## config.mk

```make
export PLATFORM = sky130hd
export DESIGN_NAME = btn_irq_port
export DESIGN_NICKNAME = d
export VERILOG_FILES = /design/src/rtl/btn_port_pkg.sv /design/src/rtl/btn_sync.sv /design/src/rtl/btn_debounce.sv /design/src/rtl/btn_edge_cap.sv /design/src/rtl/btn_regs.sv /design/src/rtl/btn_irq_port.sv
export SDC_FILE = /design/constraint.sdc
export NUM_CORES = 1
export LEC_CHECK = 0
export BUFFER_PORTS_ARGS = -buffer_cell sky130_fd_sc_hd__buf_2
export CAP_MARGIN = 20
export CORE_ASPECT_RATIO = 1.5
export CORE_MARGIN = 8
export CORE_UTILIZATION = 43
export DETAILED_ROUTE_END_ITERATION = 10
export HOLD_SLACK_MARGIN = 0.02
export PLACE_DENSITY = 0.83
export SETUP_SLACK_MARGIN = 0.3
export SYNTH_ARGS = -nofsm -noshare
export SYNTH_HDL_FRONTEND = slang
export SYNTH_HIERARCHICAL = 1
export SYNTH_SLANG_ARGS = --single-unit
```

## constraint.sdc

```tcl
create_clock -name clk_i -period 2.2 [get_ports clk_i]
set_clock_uncertainty 0.1 [all_clocks]
set_input_delay 0.11 -clock clk_i [delete_from_list [all_inputs] [get_ports clk_i]]
set_output_delay 0.11 -clock clk_i [all_outputs]
set_load 0.05 [all_outputs]
```

## src/rtl/btn_port_pkg.sv

```systemverilog
package btn_port_pkg;
  typedef enum logic [1:0] {
    CAP_RISE = 2'd0,
    CAP_FALL = 2'd1,
    CAP_NONE = 2'd2
  } cap_mode_e;

  localparam int unsigned OFS_DATA = 0;
  localparam int unsigned OFS_GAP  = 4;
  localparam int unsigned OFS_MASK = 8;
  localparam int unsigned OFS_CAP  = 12;
endpackage

```

## src/rtl/btn_sync.sv

```systemverilog
module btn_sync #(
  parameter int unsigned WIDTH  = 4,
  parameter int unsigned STAGES = 2
) (
  input  logic             clk_i,
  input  logic             rst_ni,
  input  logic [WIDTH-1:0] d_i,
  output logic [WIDTH-1:0] q_o
);
  logic [WIDTH-1:0] stg_q [STAGES];

  always_ff @(posedge clk_i or negedge rst_ni) begin
    if (!rst_ni) begin
      for (int k = 0; k < STAGES; k++) stg_q[k] <= '0;
    end else begin
      stg_q[0] <= d_i;
      for (int k = 1; k < STAGES; k++) stg_q[k] <= stg_q[k-1];
    end
  end

  assign q_o = stg_q[STAGES-1];
endmodule

```

## src/rtl/btn_debounce.sv

```systemverilog
module btn_debounce #(
  parameter int unsigned WIDTH  = 4,
  parameter int unsigned CYCLES = 0
) (
  input  logic             clk_i,
  input  logic             rst_ni,
  input  logic [WIDTH-1:0] lvl_i,
  output logic [WIDTH-1:0] lvl_o
);
  generate
    if (CYCLES == 0) begin : g_bypass
      logic unused_clk;
      assign unused_clk = clk_i ^ rst_ni;
      assign lvl_o = lvl_i;
    end else begin : g_filter
      localparam int unsigned CW = $clog2(CYCLES + 1);
      localparam logic [CW-1:0] LAST = CW'(CYCLES - 1);
      for (genvar gi = 0; gi < WIDTH; gi++) begin : g_bit
        logic [CW-1:0] cnt_q;
        logic          filt_q;
        // accept the new level once it has differed for CYCLES clocks in a row
        always_ff @(posedge clk_i or negedge rst_ni) begin
          if (!rst_ni) begin
            cnt_q  <= '0;
            filt_q <= 1'b0;
          end else if (lvl_i[gi] == filt_q) begin
            cnt_q <= '0;
          end else if (cnt_q == LAST) begin
            cnt_q  <= '0;
            filt_q <= lvl_i[gi];
          end else begin
            cnt_q <= cnt_q + 1'b1;
          end
        end
        assign lvl_o[gi] = filt_q;
      end
    end
  endgenerate
endmodule

```

## src/rtl/btn_edge_cap.sv

```systemverilog
module btn_edge_cap
  import btn_port_pkg::*;
#(
  parameter int unsigned WIDTH = 4,
  parameter cap_mode_e   MODE  = CAP_RISE
) (
  input  logic             clk_i,
  input  logic             rst_ni,
  input  logic [WIDTH-1:0] lvl_i,
  input  logic [WIDTH-1:0] mask_i,
  input  logic [WIDTH-1:0] clr_i,
  output logic [WIDTH-1:0] cap_o,
  output logic             irq_o
);
  generate
    if (MODE == CAP_NONE) begin : g_level
      logic unused_in;
      assign unused_in = clk_i ^ rst_ni ^ (^clr_i);
      assign cap_o = '0;
      assign irq_o = |(lvl_i & mask_i);
    end else begin : g_edge
      logic [WIDTH-1:0] prev_q, cap_q, hit;
      if (MODE == CAP_RISE) begin : g_rise
        assign hit = lvl_i & ~prev_q;
      end else begin : g_fall
        assign hit = ~lvl_i & prev_q;
      end
      always_ff @(posedge clk_i or negedge rst_ni) begin
        if (!rst_ni) begin
          prev_q <= '0;
          cap_q  <= '0;
        end else begin
          prev_q <= lvl_i;
          cap_q  <= (cap_q & ~clr_i) | hit;  // new edge beats a clear
        end
      end
      assign cap_o = cap_q;
      assign irq_o = |(cap_q & mask_i);
    end
  endgenerate
endmodule

```

## src/rtl/btn_regs.sv

```systemverilog
module btn_regs
  import btn_port_pkg::*;
#(
  parameter int unsigned WIDTH  = 4,
  parameter int unsigned ADDR_W = 4,
  parameter int unsigned DATA_W = 32
) (
  input  logic              clk_i,
  input  logic              rst_ni,
  input  logic [ADDR_W-1:0] addr_i,
  input  logic              wr_en_i,
  input  logic [DATA_W-1:0] wr_data_i,
  input  logic              rd_en_i,
  input  logic [WIDTH-1:0]  lvl_i,
  input  logic [WIDTH-1:0]  cap_i,
  output logic [WIDTH-1:0]  mask_o,
  output logic [WIDTH-1:0]  clr_o,
  output logic [DATA_W-1:0] rd_data_o
);
  localparam logic [ADDR_W-1:0] A_DATA = ADDR_W'(OFS_DATA);
  localparam logic [ADDR_W-1:0] A_MASK = ADDR_W'(OFS_MASK);
  localparam logic [ADDR_W-1:0] A_CAP  = ADDR_W'(OFS_CAP);

  logic [WIDTH-1:0] mask_q;
  logic             unused_wdata;
  assign unused_wdata = ^wr_data_i[DATA_W-1:WIDTH];

  always_ff @(posedge clk_i or negedge rst_ni) begin
    if (!rst_ni)                         mask_q <= '0;
    else if (wr_en_i && addr_i == A_MASK) mask_q <= wr_data_i[WIDTH-1:0];
  end

  assign clr_o  = (wr_en_i && addr_i == A_CAP) ? wr_data_i[WIDTH-1:0] : '0;
  assign mask_o = mask_q;

  always_comb begin
    rd_data_o = '0;
    if (rd_en_i) begin
      unique case (addr_i)
        A_DATA:  rd_data_o[WIDTH-1:0] = lvl_i;
        A_MASK:  rd_data_o[WIDTH-1:0] = mask_q;
        A_CAP:   rd_data_o[WIDTH-1:0] = cap_i;
        default: rd_data_o = '0;
      endcase
    end
  end
endmodule

```

## src/rtl/btn_irq_port.sv

```systemverilog
module btn_irq_port
  import btn_port_pkg::*;
#(
  parameter int unsigned WIDTH           = 4,
  parameter int unsigned ADDR_W          = 4,
  parameter int unsigned DATA_W          = 32,
  parameter int unsigned SYNC_STAGES     = 2,
  parameter int unsigned DEBOUNCE_CYCLES = 0,
  parameter cap_mode_e   CAPTURE_MODE    = CAP_RISE
) (
  input  logic              clk_i,
  input  logic              rst_ni,
  input  logic [WIDTH-1:0]  btn_i,
  input  logic [ADDR_W-1:0] addr_i,
  input  logic              wr_en_i,
  input  logic [DATA_W-1:0] wr_data_i,
  input  logic              rd_en_i,
  output logic [DATA_W-1:0] rd_data_o,
  output logic              irq_o
);
  logic [WIDTH-1:0] sync_lvl, filt_lvl, mask_q, cap_q, clr_bits;

  btn_sync #(.WIDTH(WIDTH), .STAGES(SYNC_STAGES)) u_sync (
    .clk_i(clk_i), .rst_ni(rst_ni), .d_i(btn_i), .q_o(sync_lvl)
  );

  btn_debounce #(.WIDTH(WIDTH), .CYCLES(DEBOUNCE_CYCLES)) u_deb (
    .clk_i(clk_i), .rst_ni(rst_ni), .lvl_i(sync_lvl), .lvl_o(filt_lvl)
  );

  btn_edge_cap #(.WIDTH(WIDTH), .MODE(CAPTURE_MODE)) u_cap (
    .clk_i(clk_i), .rst_ni(rst_ni), .lvl_i(filt_lvl), .mask_i(mask_q),
    .clr_i(clr_bits), .cap_o(cap_q), .irq_o(irq_o)
  );

  btn_regs #(.WIDTH(WIDTH), .ADDR_W(ADDR_W), .DATA_W(DATA_W)) u_regs (
    .clk_i(clk_i), .rst_ni(rst_ni), .addr_i(addr_i), .wr_en_i(wr_en_i),
    .wr_data_i(wr_data_i), .rd_en_i(rd_en_i), .lvl_i(filt_lvl), .cap_i(cap_q),
    .mask_o(mask_q), .clr_o(clr_bits), .rd_data_o(rd_data_o)
  );
endmodule

```

==> results.sh <==
export IMPL_swShare=0.347
export IMPL_clock_path_buffers=2
export IMPL_rr_worst_depth=1
export IMPL_cp_max_fo=3
export IMPL_port_buffers=20
export IMPL_maxSlewViolCount=0
export IMPL_gp_congestion=0.717
export IMPL_hold_violations=0
export IMPL_min_path_type="input port to register"
export IMPL_yosysSeqAreaShare=0.458
export IMPL_track_usage=0.0784
export IMPL_grt_pass1_wl_um=2900
export IMPL_ys_types=17
export IMPL_ctsResizeCount=0
export IMPL_mostFrequentLayoutCell="conb_1"
export IMPL_netlist_area_sq_um=1090
export IMPL_rsz0062_at_grt="no"
export IMPL_die_h_um=77.7
export IMPL_initial_core_util=0.451
export IMPL_route_detailed_wl_per_inst_um=12.0
export IMPL_grt_pass1_vias=679
export IMPL_multi_input_area_sq_um=374
export IMPL_cts_num_sinks=20
export IMPL_drt_total_wl_um=1770
export IMPL_cts_tree="done"
export IMPL_synth_area_leaders="dfrtp_1, buf_4, mux2_2"
export IMPL_htreeDepth=1
export IMPL_antenna_cells=0
export IMPL_tns_ns=0
export IMPL_synth_top_area_frac=0.458
export IMPL_ys_seq_elements=20
export IMPL_fmax_mhz=651
export IMPL_clkTransAtPathRegs_ns=0.10
export IMPL_ir_drop_mv=0.454
export IMPL_power_frac_comb=0.271
export IMPL_finalSetupViolCount=0
export IMPL_status="finished, final reports clean"
export IMPL_drc_errors=0
export IMPL_layout_drive_gt1_share=0.285
export IMPL_layout_common_cells="conb_1, buf_2, dfrtp_1"
export IMPL_cts_buffers=3
export IMPL_overflow=0
export IMPL_p_per_area_nw_per_um2=735
export IMPL_fp_row_count=22
export IMPL_cp_arrival_ns=1.33
export IMPL_area_growth_pct=6.30
export IMPL_core_area_sq_um=2420
export IMPL_die_w_um=57.2
export IMPL_pwr_share_seq=0.490
export IMPL_fin_crit_ns=1.54
export IMPL_ios=77
export IMPL_clockPowerShare=0.239
export IMPL_endpoint_kind="output port"
export IMPL_p_total_mw=0.854
export IMPL_yosysWarnings=6
export IMPL_cap_violations=0
export IMPL_vias=633
export IMPL_drtPass1Iterations=3
export IMPL_ff_latch_area_sq_um=500
export IMPL_synth_area_per_cell_sq_um=10.8
export IMPL_worstSetupStartpointType="register"
export IMPL_grt_antenna_before_repair=0
export IMPL_p_leak_nw=0.644
export IMPL_viasPerCell=4.31
export IMPL_fillers=241
export IMPL_switchingPower_mw=0.296
export IMPL_required_ns=1.99
export IMPL_p_int_mw=0.557
export IMPL_final_antenna_net_count=0
export IMPL_cts_root_buf="clkbuf_4"
export IMPL_setup_worst_path_class="register to output port"
export IMPL_yosys_area_top_type="dfrtp_1"
export IMPL_clock_latency_ns=0.29
export IMPL_grt_max_degree=21
export IMPL_final_nets=168
export IMPL_fp_dieArea_sq_um=4440
export IMPL_postSynthCellCount=101
export IMPL_drt_iter0_drc=1
export IMPL_whs_path_depth=3
export IMPL_period_share=0.699
[repair_timing]
item	4_1_cts	5_1_grt
hold endpoints to repair	32	0
setup buffers	0	0
hold buffers	9	0
[registers in the layout, indices dropped and copies added (netlist names)]
name and count:
u_cap/g_edge.prev_q 4, u_regs/mask_o 4, u_cap/cap_o 4, u_sync/stg_q 4
u_sync/q_o 4
[cell families (layout without fill, tap and decap cells)]
logic type,after synthesis,after routing,share of synthesized area
buf+inv,46,41,0.292
mux,8,8,0.0779
other cells,1,28,0.00343
compound gates,10,10,0.0550
flops,20,20,0.458
simple gates,16,16,0.113
[path summary, 6_finish.rpt]
kind                                        from  slack [ns]               end
worst max-delay path            u_regs/mask_o[0]        0.66      rd_data_o[0]
worst min-delay path                     wr_en_i        0.14  u_regs/mask_o[1]
worst max register to register  u_regs/mask_o[2]        1.31  u_regs/mask_o[2]
worst min register to register   u_sync/stg_q[4]        0.26     u_sync/q_o[0]
max in group asynchronous                 rst_ni        1.53  u_regs/mask_o[0]
min in group asynchronous                 rst_ni        0.18   u_sync/stg_q[4]
[synthesized netlist by cell type]
| cell | instances |
|---|---|
| mux2i_1 | 4 |
| buf_4 | 37 |
| and3_2 | 4 |
| nand2_1 | 1 |
| and2_1 | 4 |
| o21ai_0 | 4 |
| inv_1 | 8 |
| conb_1 | 1 |
| mux2_2 | 4 |
| nor2_4 | 1 |
| a22oi_1 | 2 |
| buf_6 | 1 |
| and4_2 | 1 |
| o22ai_1 | 4 |
| nand4b_4 | 1 |
| nand3_1 | 4 |
| dfrtp_1 | 20 |
[stage by stage]
stage	util	instance area [sq um]	hold slack, ns	worst slack [ns]	std cells
2_1_floorplan	-	1190	-0.286	0.937	128
3_3_place_gp	0.427	1030	-0.0353	0.964	134
3_5_place_dp	0.427	1030	-0.0199	0.927	134
4_1_cts	0.479	1160	0.142	0.630	147
5_1_grt	0.479	1160	0.135	0.500	147
6_report	0.479	1160	0.145	0.663	147
[critical path, stage by stage (launching register included)]
cell and delay (ns):
dfrtp_1 0.41, mux2i_1 0.14, o21ai_0 0.08, and3_2 0.20, buf_2 0.20
[cell type report]
class | instances | share of cell area
Inverter | 8 | 0.0259
Multi-Input combinational cell | 62 | 0.322
Sequential cell | 20 | 0.431
Timing Repair Buffer | 29 | 0.164
Tap cell | 24 | 0.0259
Clock buffer | 4 | 0.0313
[routing by layer]
metal	wire length [um]	vias to the layer above	track usage
met3	271	2	0.0375
met5	0	-	0
met2	853	35	0.132
met4	17	0	0.0495
met1	622	287	0.0734
li1	-	309	-
[power by group through the flow]
stage	clock (mW)	sequential, mW	combinational, mW
5_1_grt	0.230	0.423	0.247
6_report	0.204	0.418	0.231
3_3_place_gp	0	0.423	0.213
4_1_cts	0.214	0.419	0.231
3_5_place_dp	0	0.427	0.219
2_1_floorplan	0	0.418	0.233
(Power assumes the default switching activity.)
